--- src/rtl/hazard_pkg.sv ---
package hazard_pkg;
  typedef enum logic [1:0] {
    SEL_REGFILE = 2'b00,
    SEL_LATE    = 2'b01,
    SEL_EARLY   = 2'b10
  } fwd_sel_e;
endpackage

--- src/rtl/fwd_pick.sv ---
module fwd_pick
  import hazard_pkg::*;
#(
  parameter int REG_W = 5
) (
  input  logic             clk,
  input  logic             rst,
  input  logic [REG_W-1:0] src,
  input  logic [REG_W-1:0] early_rd,
  input  logic             early_ok,
  input  logic [REG_W-1:0] late_rd,
  input  logic             late_ok,
  output logic [1:0]       sel
);
  logic     hit_early, hit_late;
  fwd_sel_e pick;

  always_comb begin
    hit_early = early_ok && (early_rd != '0) && (early_rd == src);
    hit_late  = late_ok  && (late_rd  != '0) && (late_rd  == src);
    if (hit_early)     pick = SEL_EARLY;
    else if (hit_late) pick = SEL_LATE;
    else               pick = SEL_REGFILE;
  end

  assign sel = pick;

  p_code_legal_r1: assert property (@(posedge clk) disable iff (rst)
    sel != 2'b11);
  p_zero_src_r4: assert property (@(posedge clk) disable iff (rst)
    (src == '0) |-> (sel == 2'b00));
  p_early_wins_r3: assert property (@(posedge clk) disable iff (rst)
    (early_ok && late_ok && src != '0 && early_rd == src && late_rd == src)
      |-> (sel == 2'b10));
endmodule

--- src/rtl/interlock_ctl.sv ---
module interlock_ctl #(
  parameter int REG_W = 5
) (
  input  logic             clk,
  input  logic             rst,
  input  logic [REG_W-1:0] id_rs1,
  input  logic [REG_W-1:0] id_rs2,
  input  logic             id_is_branch,
  input  logic             id_is_store,
  input  logic [REG_W-1:0] ex_rd,
  input  logic             ex_we,
  input  logic             ex_is_load,
  input  logic [REG_W-1:0] exm_rd,
  input  logic             exm_we,
  output logic             exm_is_load,
  output logic             stall
);
  logic exm_ld_q;
  logic ex_live, exm_live;
  logic hit_ex_rs1, hit_ex_rs2, hit_exm_rs1, hit_exm_rs2;
  logic load_use, branch_wait;

  // tracks whether the execute/memory register holds a load
  always_ff @(posedge clk) begin
    if (rst) exm_ld_q <= 1'b0;
    else     exm_ld_q <= ex_is_load;
  end
  assign exm_is_load = exm_ld_q;

  always_comb begin
    ex_live     = ex_we && (ex_rd != '0);
    exm_live    = exm_we && (exm_rd != '0);
    hit_ex_rs1  = ex_live && (ex_rd == id_rs1);
    hit_ex_rs2  = ex_live && (ex_rd == id_rs2);
    hit_exm_rs1 = exm_live && (exm_rd == id_rs1);
    hit_exm_rs2 = exm_live && (exm_rd == id_rs2);
    // store data may wait for the memory-stage path, base register may not
    load_use    = ex_is_load &&
                  (hit_ex_rs1 || (hit_ex_rs2 && !(id_is_store && !id_is_branch)));
    branch_wait = id_is_branch &&
                  (hit_ex_rs1 || hit_ex_rs2 ||
                   (exm_ld_q && (hit_exm_rs1 || hit_exm_rs2)));
    stall       = load_use || branch_wait;
  end

  p_no_reg_no_stall_r4: assert property (@(posedge clk) disable iff (rst)
    (id_rs1 == '0 && id_rs2 == '0) |-> !stall);
  p_load_use_r5: assert property (@(posedge clk) disable iff (rst)
    (ex_is_load && ex_we && ex_rd != '0 && ex_rd == id_rs1) |-> stall);
  p_store_pass_r6: assert property (@(posedge clk) disable iff (rst)
    (id_is_store && !id_is_branch && ex_is_load && ex_rd == id_rs2 &&
     ex_rd != id_rs1 && !exm_ld_q) |-> !stall);
  p_branch_two_r9: assert property (@(posedge clk) disable iff (rst)
    (id_is_branch && ex_is_load && ex_we && ex_rd != '0 && ex_rd == id_rs1) ##1
    (id_is_branch && $stable(id_rs1) && exm_we && exm_rd == $past(ex_rd))
      |-> stall);
endmodule

--- src/rtl/st_data_fwd.sv ---
module st_data_fwd #(
  parameter int REG_W = 5
) (
  input  logic             clk,
  input  logic             rst,
  input  logic             mem_is_store,
  input  logic [REG_W-1:0] mem_st_src,
  input  logic [REG_W-1:0] mwb_rd,
  input  logic             mwb_we,
  output logic             fwd_st
);
  always_comb
    fwd_st = mem_is_store && mwb_we && (mwb_rd != '0) && (mwb_rd == mem_st_src);

  p_st_needs_writer_r6: assert property (@(posedge clk) disable iff (rst)
    fwd_st |-> (mwb_we && mem_is_store));
  p_st_zero_r4: assert property (@(posedge clk) disable iff (rst)
    (mem_st_src == '0) |-> !fwd_st);
endmodule

--- src/rtl/fwd_interlock_unit.sv ---
module fwd_interlock_unit #(
  parameter int NREGS = 32,
  localparam int REG_W = $clog2(NREGS)
) (
  input  logic             clk,
  input  logic             rst,
  input  logic [REG_W-1:0] id_rs1,
  input  logic [REG_W-1:0] id_rs2,
  input  logic             id_is_branch,
  input  logic             id_is_store,
  input  logic [REG_W-1:0] ex_rs1,
  input  logic [REG_W-1:0] ex_rs2,
  input  logic [REG_W-1:0] ex_rd,
  input  logic             ex_we,
  input  logic             ex_is_load,
  input  logic [REG_W-1:0] exm_rd,
  input  logic             exm_we,
  input  logic [REG_W-1:0] mwb_rd,
  input  logic             mwb_we,
  input  logic             mem_is_store,
  input  logic [REG_W-1:0] mem_st_src,
  output logic [1:0]       fwd_a,
  output logic [1:0]       fwd_b,
  output logic [1:0]       fwd_cmp_a,
  output logic [1:0]       fwd_cmp_b,
  output logic             fwd_st,
  output logic             stall,
  output logic             bubble
);
  localparam int NPICK = 4;

  logic             exm_is_load;
  logic             exm_ok;
  logic [REG_W-1:0] pick_src [NPICK];
  logic [1:0]       pick_sel [NPICK];

  // a load's address in execute/memory is never a forwardable result
  assign exm_ok = exm_we && !exm_is_load;

  assign pick_src[0] = ex_rs1;
  assign pick_src[1] = ex_rs2;
  assign pick_src[2] = id_rs1;
  assign pick_src[3] = id_rs2;

  for (genvar g = 0; g < NPICK; g++) begin : g_pick
    fwd_pick #(.REG_W(REG_W)) u_pick (
      .clk      (clk),
      .rst      (rst),
      .src      (pick_src[g]),
      .early_rd (exm_rd),
      .early_ok (exm_ok),
      .late_rd  (mwb_rd),
      .late_ok  (mwb_we),
      .sel      (pick_sel[g])
    );
  end

  assign fwd_a     = pick_sel[0];
  assign fwd_b     = pick_sel[1];
  assign fwd_cmp_a = pick_sel[2];
  assign fwd_cmp_b = pick_sel[3];

  interlock_ctl #(.REG_W(REG_W)) u_ilk (
    .clk          (clk),
    .rst          (rst),
    .id_rs1       (id_rs1),
    .id_rs2       (id_rs2),
    .id_is_branch (id_is_branch),
    .id_is_store  (id_is_store),
    .ex_rd        (ex_rd),
    .ex_we        (ex_we),
    .ex_is_load   (ex_is_load),
    .exm_rd       (exm_rd),
    .exm_we       (exm_we),
    .exm_is_load  (exm_is_load),
    .stall        (stall)
  );

  st_data_fwd #(.REG_W(REG_W)) u_st (
    .clk          (clk),
    .rst          (rst),
    .mem_is_store (mem_is_store),
    .mem_st_src   (mem_st_src),
    .mwb_rd       (mwb_rd),
    .mwb_we       (mwb_we),
    .fwd_st       (fwd_st)
  );

  assign bubble = stall;

  p_no_load_fwd_r7: assert property (@(posedge clk) disable iff (rst)
    exm_is_load |-> (fwd_a != 2'b10 && fwd_b != 2'b10 &&
                     fwd_cmp_a != 2'b10 && fwd_cmp_b != 2'b10));
  p_branch_alu_r8: assert property (@(posedge clk) disable iff (rst)
    (id_is_branch && !ex_is_load && ex_we && ex_rd != '0 && ex_rd == id_rs1) ##1
    (id_is_branch && $stable(id_rs1) && exm_we && exm_rd == $past(ex_rd) && !stall)
      |-> (fwd_cmp_a == 2'b10));
endmodule

--- config.mk ---
export PLATFORM = sky130hd
export DESIGN_NAME = fwd_interlock_unit
export DESIGN_NICKNAME = d
export VERILOG_FILES = /design/src/rtl/hazard_pkg.sv /design/src/rtl/fwd_pick.sv /design/src/rtl/interlock_ctl.sv /design/src/rtl/st_data_fwd.sv /design/src/rtl/fwd_interlock_unit.sv
export SDC_FILE = /design/constraint.sdc
export NUM_CORES = 1
export LEC_CHECK = 0
export BUFFER_PORTS_ARGS = -buffer_cell sky130_fd_sc_hd__buf_2
export CORE_UTILIZATION = 40
export DETAILED_ROUTE_END_ITERATION = 8
export GPL_TIMING_DRIVEN = 0
export PLACE_DENSITY = 0.83
export SYNTH_ARGS = -nofsm -noshare
export SYNTH_HDL_FRONTEND = slang
export SYNTH_HIERARCHICAL = 1
export SYNTH_SLANG_ARGS = --single-unit
--- constraint.sdc ---
create_clock -name clk -period 1 [get_ports clk]
set_clock_uncertainty 0.15 [all_clocks]
set_input_delay 0 -clock clk [delete_from_list [all_inputs] [get_ports clk]]
set_output_delay 0 -clock clk [all_outputs]
set_load 0.02 [all_outputs]
* After elaboration in Yosys (flattened, before gate mapping)
Cells that the tools add are included.
** Word-level totals
- Logic and storage cells :: 56
- Register bits after elaboration :: 1
** Operators by class
- Reduce and logical (&&, ||, !) cells :: 36
- Equality and inequality tests :: 11
- Muxes and demuxes :: 8
** Operator list (number)
- == test 5 bit :: 11
- logical AND 1 bit :: 25
- nonzero test 5 bit :: 3
- 2-to-1 mux 2 bit :: 4
- logical OR 1 bit :: 5
- 2-to-1 mux 1 bit :: 4
- zero test 1 bit :: 3

* Logic depth before layout (Yosys ltp)
- Depth after elaboration :: 8
- Mapped depth :: 5
- Gate-level depth less buffers :: 4

* Hierarchy
The synthesis kept the hierarchy.
** By module, submodules not included
- fwd_pick :: instances 4, sequential area each 0.0 µm², area an instance 158.9 µm², cells each 21
- interlock_ctl :: instances 1, sequential area each 20.0 µm², area an instance 296.5 µm², cells each 38
- st_data_fwd :: instances 1, sequential area each 0.0 µm², area an instance 76.3 µm², cells each 10
- fwd_interlock_unit :: instances 1, sequential area each 0.0 µm², area an instance 21.3 µm², cells each 2

* Worst setup path before layout
Ideal clock, no wire load.
- Kind :: input-to-output
- Start :: input ex_rd[4]
- End :: output stall
- Stages on the path :: 5
- Required time :: 850 ps
- Slack :: -317 ps
- Arrival time :: 1167 ps
- Path buffers :: 1
- Cells stage by stage :: xor2_1 -> nor4_1 -> a22oi_1 -> o22ai_1 -> buf_4
** Between the ends
- Cells in the longest elaborated chain, start to end :: 7
- Elaborated cells between the ends (all ways) :: 13
- Those cells by class :: 2 x eq/ne; 11 x reduce/logical
** Ends and longest elaborated chain
- from (decl) :: line fwd_interlock_unit.sv:13 : input logic [REG_W-1:0] ex_rd,
- nonzero test 5 bit :: line interlock_ctl.sv:31 : ex_live = ex_we && (ex_rd != '0);
- logical AND 1 bit :: line interlock_ctl.sv:31
- logical AND 1 bit, on equally long branches :: line interlock_ctl.sv:34, interlock_ctl.sv:33
- logical AND 1 bit or logical OR 1 bit (tied branches) :: line interlock_ctl.sv:39, interlock_ctl.sv:41
- logical OR 1 bit, on equally long branches :: line interlock_ctl.sv:39, interlock_ctl.sv:41
- logical AND 1 bit, on equally long branches :: line interlock_ctl.sv:38, interlock_ctl.sv:40
- logical OR 1 bit (*) :: line interlock_ctl.sv:43 : stall = load_use || branch_wait;
- to (decl) :: line fwd_interlock_unit.sv:27 : output logic stall,
Every way passes the cells marked *; elsewhere a longest branch is shown, timed or not.

* Final worst setup path
- Start :: input ex_rd[0]
- End :: output stall
The elaborated chain is that of the path after synthesis.

==> impl_results.md <==
- Synth area leader: xor2_1
- Leak: 0.687 nW
- Ys async rst share: 0%
- DRC: 0
- Post-synthesis cell type count: 23
- Die H: 52.7 um
- Kind of path behind the tightest hold check: input port to flop
- Mapped Nets: 183
- Post-DRT Antenna Nets: 0
- Final setup violation count: 11
- Vias per std cell: 5.67
- Hpwl dp: 2360 um
- Failing checks: setup timing
- Row Count: 18
- Port Buffer Count: 59
- Die width: 52.7 um
- CP Capture Type: primary output
- First-pass GRT wire length: 5350 um
- Most frequent cell after synthesis: xor2_1
- Post-Layout Cell Count: 229
- Critical path class: input port to primary output
- Max FFs per register: 1
- Total wire length: 3700 um
- Synth Area in Simple Gates: 27.3%
- Synth Cell Area: 1030 um2
- Final hold vios: 0
- Ranking of synthesized cells by area: xor2_1 27%, xnor2_1 20%, o41ai_2 6.3%
- Inst Count DP: 223
- Initial Util: 41.9%
- Share of the synthesized area in the top cell type: 27.2%
- Grt total ovfl: 0
- Nets: 250
- Number of synthesized flops with an enable pin: 0
- Routability cong.: 0.801
- Fill cell count: 171
- Pre-antenna DRT Iters: 4
- Largest net degree at the start of global routing: 12
- Maxcap violations: 0
- RSZ-0062 raised after global routing: true
- Syn_area_per_cell: 7.68 um2
- Slew HR: 79.0%
- Overall power: 0.778 mW
- Yosys reg bits: 1
- Pwr per Cell Area: 449 nW/um2
- Routed WL per cell: 16.1 um
- Vias in the first global route: 1248
- WP data arrival: 1.20 ns
- Startpoint Class: input port
- Xor-xnor portion of the synthesized cell area: 47.6%
- Status: finished, violations left
- Slew Viols, Final: 0
- Total GRT Usage: 25.3%
- Post-Syn Instances: 134
- Tmin final: 1.35 ns
- First DRT Iteration DRCs: 40
- Adder-cell share of the synthesized area: 0%
- Ys flop type: dfxtp_1
- Crit share post-route: 135%
- Peak supply drop: 0.576 mV
- Synth Area in Compound Gates: 18.7%
- WP data required: 0.85 ns
- CP max FO: 3
- I/O pins: 60
- Top cells by instance count after synthesis: 32 x xor2_1, 24 x xnor2_1, 11 x nor3_1
- Antenna diodes: 0
- P&R area growth vs syn: 68.2%
- Die area: 2780 um2
- Layout cells sized above 1: 52.8%
- Largest family of logic cells by synthesized area: XOR/XNOR gates
- Core Area: 2450 um2
- Fmax: 740 MHz
- Area of the multi-input gates: 1170 um2
- Final WS setup: -0.351 ns
- Warnings, synthesis: 6
- Post-synthesis mux area share: 0%
- Least-Margin Pin Slew: 0.314 ns
- Initial antenna violation count: 0
- Register area share after synthesis: 1.94%
- Register clock-pin slew on the reported worst setup and hold paths: 0 ns
- Via count: 1298
- Reg area: 23.8 um2
## kinds of logic (layout without fill, tap and decap cells)
| logic type | count (synthesis) | after routing |
|---|---|---|
| xor gates and xnor gates | 56 | 56 |
| buffers and inverters | 7 | 72 |
| AOI/OAI and AO/OA | 20 | 20 |
| DFF | 1 | 1 |
| and+or+nand+nor | 50 | 50 |
## placed cells by master (no fill, tap or decap), types with 2 or more instances in the layout
cell type	count
nand2_1	5
nor3_1	9
inv_1	2
nand2_2	3
xor2_1	32
nor4_1	4
buf_4	15
a21oi_1	5
a211oi_4	2
buf_6	9
nor2_1	7
buf_12	3
a22oi_2	2
nand3_2	2
xnor2_1	19
nand3_1	7
o41ai_4	4
xnor2_2	5
nor4_2	2
nor3_2	6
buf_2	42
or4_4	2
a211oi_2	2
## power by group
group / switching [mW] / total [mW] / internal [mW]
clock: 0 / 0 / 0
sequential: 0.00218 / 0.0440 / 0.0418
combinational: 0.399 / 0.734 / 0.335
total: 0.401 / 0.778 / 0.377
## final timing paths
check	startpoint	to	slack [ns]	depth (start not counted)
max	ex_rd[0]	stall	-0.35	7
min	ex_is_load	u_ilk/exm_is_load	0.11	2
## critical path, cell delays in order
cell	delay, ns
buf_2	0.14
xor2_1	0.18
nor4_2	0.33
a22oi_2	0.15
o22ai_4	0.18
buf_6	0.12
buf_6	0.10
## what timing repair did
action	in CTS	in global routing
resized for setup	30	32
setup endpoints to repair	10	11
buffers inserted	5	0
pin swaps	10	15
hold endpoints to repair	1	0
hold buffers	1	0
## metal layers
metal	global-route usage [%]	wire, um	vias to the layer above
met4	4.82	25	0
met3	0.870	181	4
met2	50.0	2060	63
li1	-	-	616
met1	29.4	1430	615
met5	0	0	-
## through the flow
stage	util [%]	setup WS [ns]	cell area, um2	TNS, ns	hold WS (ns)
finish	70.5	-0.351	1730	-2.52	0.115
global route	70.5	-0.373	1730	-2.94	0.145
CTS	64.2	-0.362	1580	-2.56	0.0913
detailed placement	56.9	-0.538	1400	-3.22	0.00122
global placement	56.9	-0.526	1400	-3.09	0.000657
floorplan	-	-0.174	1060	-0.232	-0.0858
## area by class of cell
class                           count  area share, %
Tap cell                           30           2.17
Inverter                            2          0.434
Buffer                              5           2.38
Sequential cell                     1           1.37
Multi-Input combinational cell    126           67.5
Timing Repair Buffer               65           26.2
Note: power is estimated with default switching activity, not from simulation.
